--- src/rtl/pirq_pkg.sv ---
package pirq_pkg;
  typedef enum logic [1:0] {
    REG_STAT = 2'd0,
    REG_MASK = 2'd1,
    REG_MSET = 2'd2,
    REG_MCLR = 2'd3
  } reg_sel_e;

  localparam int unsigned REG_AW = 2;

  // source bit positions that other logic decodes
  localparam int unsigned SRC_BW_MGMT   = 11;
  localparam int unsigned SRC_LINK_UP   = 12;
  localparam int unsigned SRC_LINK_DOWN = 14;
  localparam int unsigned SRC_MAP_ERR   = 22;
  localparam int unsigned SRC_CPL_TMO   = 23;
  localparam int unsigned SRC_TUN_ERR   = 31;
  localparam int unsigned SRC_ERR_LO    = 4;
  localparam int unsigned SRC_ERR_HI    = 7;
endpackage

--- src/rtl/pirq_src_stage.sv ---
module pirq_src_stage #(
  parameter int unsigned NUM_SRC = 32,
  parameter int unsigned NUM_LVL = 4
) (
  input  logic               clk_i,
  input  logic               rst_ni,
  input  logic [NUM_SRC-1:0] src_i,
  input  logic [NUM_SRC-1:0] clr_i,
  output logic [NUM_SRC-1:0] stat_o,
  output logic [NUM_SRC-1:0] prev_o
);
  for (genvar g = 0; g < NUM_SRC; g++) begin : g_src
    if (g < NUM_LVL) begin : g_lvl
      logic unused_clr;
      assign unused_clr = clr_i[g];
      assign stat_o[g]  = src_i[g];
      assign prev_o[g]  = 1'b0;
    end else begin : g_edge
      logic prev_q, stat_q, rise;
      assign rise = src_i[g] & ~prev_q;
      always_ff @(posedge clk_i or negedge rst_ni) begin
        if (!rst_ni) begin
          prev_q <= 1'b0;
          stat_q <= 1'b0;
        end else begin
          prev_q <= src_i[g];
          // a new edge wins over a same-cycle clear
          stat_q <= (stat_q & ~clr_i[g]) | rise;
        end
      end
      assign stat_o[g] = stat_q;
      assign prev_o[g] = prev_q;
    end
  end
endmodule

--- src/rtl/pirq_mask_reg.sv ---
module pirq_mask_reg #(
  parameter int unsigned NUM_SRC = 32
) (
  input  logic               clk_i,
  input  logic               rst_ni,
  input  logic               set_i,
  input  logic               clr_i,
  input  logic [NUM_SRC-1:0] data_i,
  output logic [NUM_SRC-1:0] mask_o
);
  logic [NUM_SRC-1:0] mask_q;

  always_ff @(posedge clk_i or negedge rst_ni) begin
    if (!rst_ni)    mask_q <= '1;
    else if (set_i) mask_q <= mask_q | data_i;
    else if (clr_i) mask_q <= mask_q & ~data_i;
  end

  assign mask_o = mask_q;
endmodule

--- src/rtl/pirq_regif.sv ---
module pirq_regif
  import pirq_pkg::*;
#(
  parameter int unsigned NUM_SRC = 32
) (
  input  logic               req_i,
  input  logic               we_i,
  input  logic [REG_AW-1:0]  addr_i,
  input  logic [NUM_SRC-1:0] wdata_i,
  input  logic [NUM_SRC-1:0] stat_i,
  input  logic [NUM_SRC-1:0] mask_i,
  output logic [NUM_SRC-1:0] stat_clr_o,
  output logic               mset_o,
  output logic               mclr_o,
  output logic [NUM_SRC-1:0] rdata_o
);
  reg_sel_e sel;
  logic     wr, rd;

  assign sel = reg_sel_e'(addr_i);
  assign wr  = req_i & we_i;
  assign rd  = req_i & ~we_i;

  assign stat_clr_o = (wr && sel == REG_STAT) ? wdata_i : '0;
  assign mset_o     = wr && sel == REG_MSET;
  assign mclr_o     = wr && sel == REG_MCLR;

  always_comb begin
    rdata_o = '0;
    if (rd) begin
      unique case (sel)
        REG_STAT: rdata_o = stat_i;
        REG_MASK: rdata_o = mask_i;
        default:  rdata_o = '0;
      endcase
    end
  end
endmodule

--- src/rtl/pirq_ctrl.sv ---
module pirq_ctrl
  import pirq_pkg::*;
#(
  parameter int unsigned NUM_SRC = 32,
  parameter int unsigned NUM_LVL = 4
) (
  input  logic               clk_i,
  input  logic               rst_ni,
  input  logic [NUM_SRC-1:0] src_i,
  input  logic               req_i,
  input  logic               we_i,
  input  logic [REG_AW-1:0]  addr_i,
  input  logic [NUM_SRC-1:0] wdata_i,
  output logic [NUM_SRC-1:0] rdata_o,
  output logic               irq_o
);
  logic [NUM_SRC-1:0] stat_w, prev_w, mask_w, stat_clr_w;
  logic               mset_w, mclr_w;

  pirq_regif #(.NUM_SRC(NUM_SRC)) u_regif (
    .req_i      (req_i),
    .we_i       (we_i),
    .addr_i     (addr_i),
    .wdata_i    (wdata_i),
    .stat_i     (stat_w),
    .mask_i     (mask_w),
    .stat_clr_o (stat_clr_w),
    .mset_o     (mset_w),
    .mclr_o     (mclr_w),
    .rdata_o    (rdata_o)
  );

  pirq_src_stage #(.NUM_SRC(NUM_SRC), .NUM_LVL(NUM_LVL)) u_src (
    .clk_i  (clk_i),
    .rst_ni (rst_ni),
    .src_i  (src_i),
    .clr_i  (stat_clr_w),
    .stat_o (stat_w),
    .prev_o (prev_w)
  );

  pirq_mask_reg #(.NUM_SRC(NUM_SRC)) u_mask (
    .clk_i  (clk_i),
    .rst_ni (rst_ni),
    .set_i  (mset_w),
    .clr_i  (mclr_w),
    .data_i (wdata_i),
    .mask_o (mask_w)
  );

  assign irq_o = |(stat_w & ~mask_w);
endmodule

--- config.mk ---
export PLATFORM = sky130hd
export DESIGN_NAME = pirq_ctrl
export DESIGN_NICKNAME = d
export VERILOG_FILES = /design/src/rtl/pirq_pkg.sv /design/src/rtl/pirq_src_stage.sv /design/src/rtl/pirq_mask_reg.sv /design/src/rtl/pirq_regif.sv /design/src/rtl/pirq_ctrl.sv
export SDC_FILE = /design/constraint.sdc
export NUM_CORES = 1
export LEC_CHECK = 0
export ABC_AREA = 1
export BUFFER_PORTS_ARGS = -buffer_cell sky130_fd_sc_hd__buf_2
export CORE_MARGIN = 5
export CORE_UTILIZATION = 50
export DETAILED_ROUTE_END_ITERATION = 8
export GPL_TIMING_DRIVEN = 1
export PLACE_DENSITY = 0.77
export SETUP_SLACK_MARGIN = 0.02
export SLEW_MARGIN = 20
export SYNTH_ARGS = -nofsm -noshare
export SYNTH_HDL_FRONTEND = slang
export SYNTH_HIERARCHICAL = 1
export SYNTH_SLANG_ARGS = --single-unit
--- constraint.sdc ---
create_clock -name clk_i -period 1 [get_ports clk_i]
set_input_delay 0.1 -clock clk_i [delete_from_list [all_inputs] [get_ports clk_i]]
set_output_delay 0.1 -clock clk_i [all_outputs]
set_load 0.1 [all_outputs]
### Word level (Yosys, flattened, before mapping)

Index checks and enable logic that the tools add are counted.

* eq/ne operators: 3
* muxes and demuxes: 5
* bitwise operators: 148
* reductions and logical operators: 6

Operators by type and width (count)
* two-way mux 32 bit: 4
* bitwise AND 32 bit: 2
* inverter 32 bit: 2
* case mux 32 bit (2 select lines): 1
* bitwise AND 1 bit: 58
* inverter 1 bit: 57
* OR 32 bit: 1
* OR reduction 32 bit: 1
* OR 1 bit: 28
* equality test 2 bit, second input constant: 2
* logical AND 1 bit: 3
* equality test 2 x 1 -> 1 bit, second input constant: 1
* zero test 2 bit: 1
* nonzero test 2 bit: 1

* register bits after elaboration: 88

### Longest topological paths before layout

* depth in word-level cells: 6
* gate-level depth with buffers: 8
* mapped depth without buffers: 7

### Modules after synthesis

Netlist, hierarchy kept.

By module, submodules not included
* pirq_src_stage: times used 1, cells each 261, area each 2411.1 um2, seq. area each 1401.3 um2
* pirq_mask_reg: times used 1, cells each 166, area each 1377.6 um2, seq. area each 840.8 um2
* pirq_regif: times used 1, cells each 185, area each 887.1 um2, seq. area each 0.0 um2
* pirq_ctrl: times used 1, cells each 92, area each 349.1 um2, seq. area each 0.0 um2

### Worst setup path before layout

OpenSTA, ideal clock, no wires.

* kind: reg-to-output
* from: register with a tool-made name
* to: output port rdata_o[23]
* data arrival time: 2083 ps
* required time: 900 ps
* slack: -1183 ps
* cell stages (with the launch flop): 3
* buffers on the path: 0
* cell sequence: dfstp_2 nand3_1 a21oi_1

RTL lines
* end: declaration: RTL line pirq_ctrl.sv:14 `output logic [NUM_SRC-1:0] rdata_o,`

==> metrics.txt <==
Worst Hold Margin roughly 150 ps; # IOs approximately 100; share of post-route cells with drive strength above 1 38.6%; area growth from synthesis to layout 69.9%; post-route setup slack -891 ps; area of the mapped netlist about 0.0048 sq mm; clock-pin slew of the registers on the worst-case setup and hold paths around 100 ps; height of the die 107 microns; Crit. End Element output port; post-route setup TNS -21030 ps; Final #Nets between 900 and 1000; Max-slew headroom 71.2%; routed len/inst around 21 microns; Final period util 189%; Vias/cell approximately 5.5; number of levels the H-tree was split into 3; Syn Area/Cell between 7 and 8 sq um; drt initial violations 670; antenna viol nets, final 0; grt total ovfl 0; number of antenna cells inserted 0; number of pins with negative max-slew slack in the final report 0; GR Util All Layers about a third; largest buffer count on any clock path 2; core footprint 0.00924 sq mm; number of rows created at floorplan 35; die area 0.0116 sq mm; Tightest Hold Check Type in -> async; final weighted congestion in routability-driven placement 0.843; run status complete, but fails checks; final worst path period need 1890 ps; data arrival time at the worst-slack endpoint about 1800 ps; Critical Path RT ~900 ps; Worst Tran Pin Value roughly 430 ps; antenna violations before repair 0; Residual DRC 0; wire length reported by the detailed router ~21 mm; kind of launch point of the worst setup path flip-flop; number of detailed-routing iterations run before antenna repair 7; Yosys warning total 6; RSZ-0062 raised after global routing yes; maximum ir drop on the vdd rail about 1200 uV; initial cell density of the core roughly half; TritonCTS clock tree yes; Post-Synthesis Net Count about 730; power density of the placed cells ~1400 mW/mm^2; number of clock sinks 88; via count of the first global-routing pass 5696; count of port buffers added during placement roughly 100; clock root cell sky130_fd_sc_hd__clkbuf_8; reported max-cap violation count 0; largest driver fanout on the critical path 2; clock latency on the worst-skew pair between 300 and 400 ps; vias post-DR ~5600; Setup violations, final 55; DP Wirelength 10.8 mm; TritonCTS Buffers 9; maximum number of pins on one net before global-route repair 25; violated checks negative setup slack; total leakage power about 0.0038 uW; Final Hold Viols 0; worst slack, placed -523 ps; Mapped Cells 663; Max Clock Skew about 14 ps; class of the most critical setup path reg -> out; horizontal die dimension between 100 and 150 microns; Fmax 529 MHz; first-pass GRT wire length about 30 mm
[per-layer routing]
metal | vias up | track usage, % | wire length, microns
li1 | 2329 | - | -
met1 | 2650 | 37.8 | 7220
met2 | 436 | 56.6 | 10300
met3 | 158 | 7.92 | 1830
met4 | 0 | 19.9 | 1510
met5 | - | 0 | 0
[placed cells by master (no fill, tap or decap), types with 10 or more instances in the layout]
cell	instances
sky130_fd_sc_hd__nand2_1	277
sky130_fd_sc_hd__inv_1	114
sky130_fd_sc_hd__buf_2	68
sky130_fd_sc_hd__dlygate4sd3_1	61
sky130_fd_sc_hd__dfrtp_1	56
sky130_fd_sc_hd__buf_4	49
sky130_fd_sc_hd__buf_12	44
sky130_fd_sc_hd__buf_6	32
sky130_fd_sc_hd__dfstp_2	32
sky130_fd_sc_hd__a21oi_4	32
sky130_fd_sc_hd__nor2_1	31
sky130_fd_sc_hd__nand3_4	30
sky130_fd_sc_hd__nand2_2	15
sky130_fd_sc_hd__clkbuf_8	10
[where the power goes]
| group | internal, uW | switching, uW |
|---|---|---|
| registers | 4190 | 335 |
| logic | 1830 | 2400 |
| clock network | 1230 | 1410 |
[what timing repair did]
| action | in CTS | in global routing |
|---|---|---|
| setup buffers | 5 | 12 |
| hold buffers | 61 | 0 |
| setup endpoints to repair | 33 | 44 |
| pin swaps | 14 | 21 |
| hold endpoints to repair | 152 | 0 |
| resized for setup | 57 | 36 |
[final timing paths]
path / endpoint / slack, ps / startpoint / cells past startpoint
worst min-delay path: u_src/g_src[21].g_edge.prev_q / 150 / rst_ni / 2
worst max-delay path: irq_o / -890 / flip-flop / 8
worst min register to register: u_src/g_src[17].g_edge.stat_q / 480 / u_src/g_src[17].g_edge.prev_q / 3
min in group clk_i: u_src/g_src[12].g_edge.prev_q / 370 / src_i[12] / 2
max in group asynchronous: async pin / 290 / rst_ni / 3
worst max register to register: flip-flop / -20 / flip-flop / 4
[worst max-delay path, cell delays in order (launching register included)]
cell and delay [ps]:
sky130_fd_sc_hd__dfstp_2 570, sky130_fd_sc_hd__inv_1 40, sky130_fd_sc_hd__nand2_1 120, sky130_fd_sc_hd__nand2_2 100
sky130_fd_sc_hd__nor2_2 110, sky130_fd_sc_hd__nand2_1 70, sky130_fd_sc_hd__nor2_2 150, sky130_fd_sc_hd__nand2_4 80
sky130_fd_sc_hd__buf_12 170
[final cells by class]
cell class,instances,area [sq um]
Inverter,118,443
Clock buffer,10,138
Tap cell,129,161
Clock inverter,6,68.8
Timing Repair Buffer,254,2560
Multi-Input combinational cell,403,2460
Sequential cell,88,2240
Fill cell,405,1170
[through the flow]
stage	cells	instance area, sq um	total power (uW)	utilization (%)
2_1_floorplan	663	5290	6190	-
3_3_place_gp	921	6770	7400	73.3
3_5_place_dp	921	6770	7560	73.3
4_1_cts	999	7910	10700	85.6
5_1_grt	1008	8070	11800	87.3
6_report	1008	8070	11400	87.3
(Power assumes the default switching activity.)
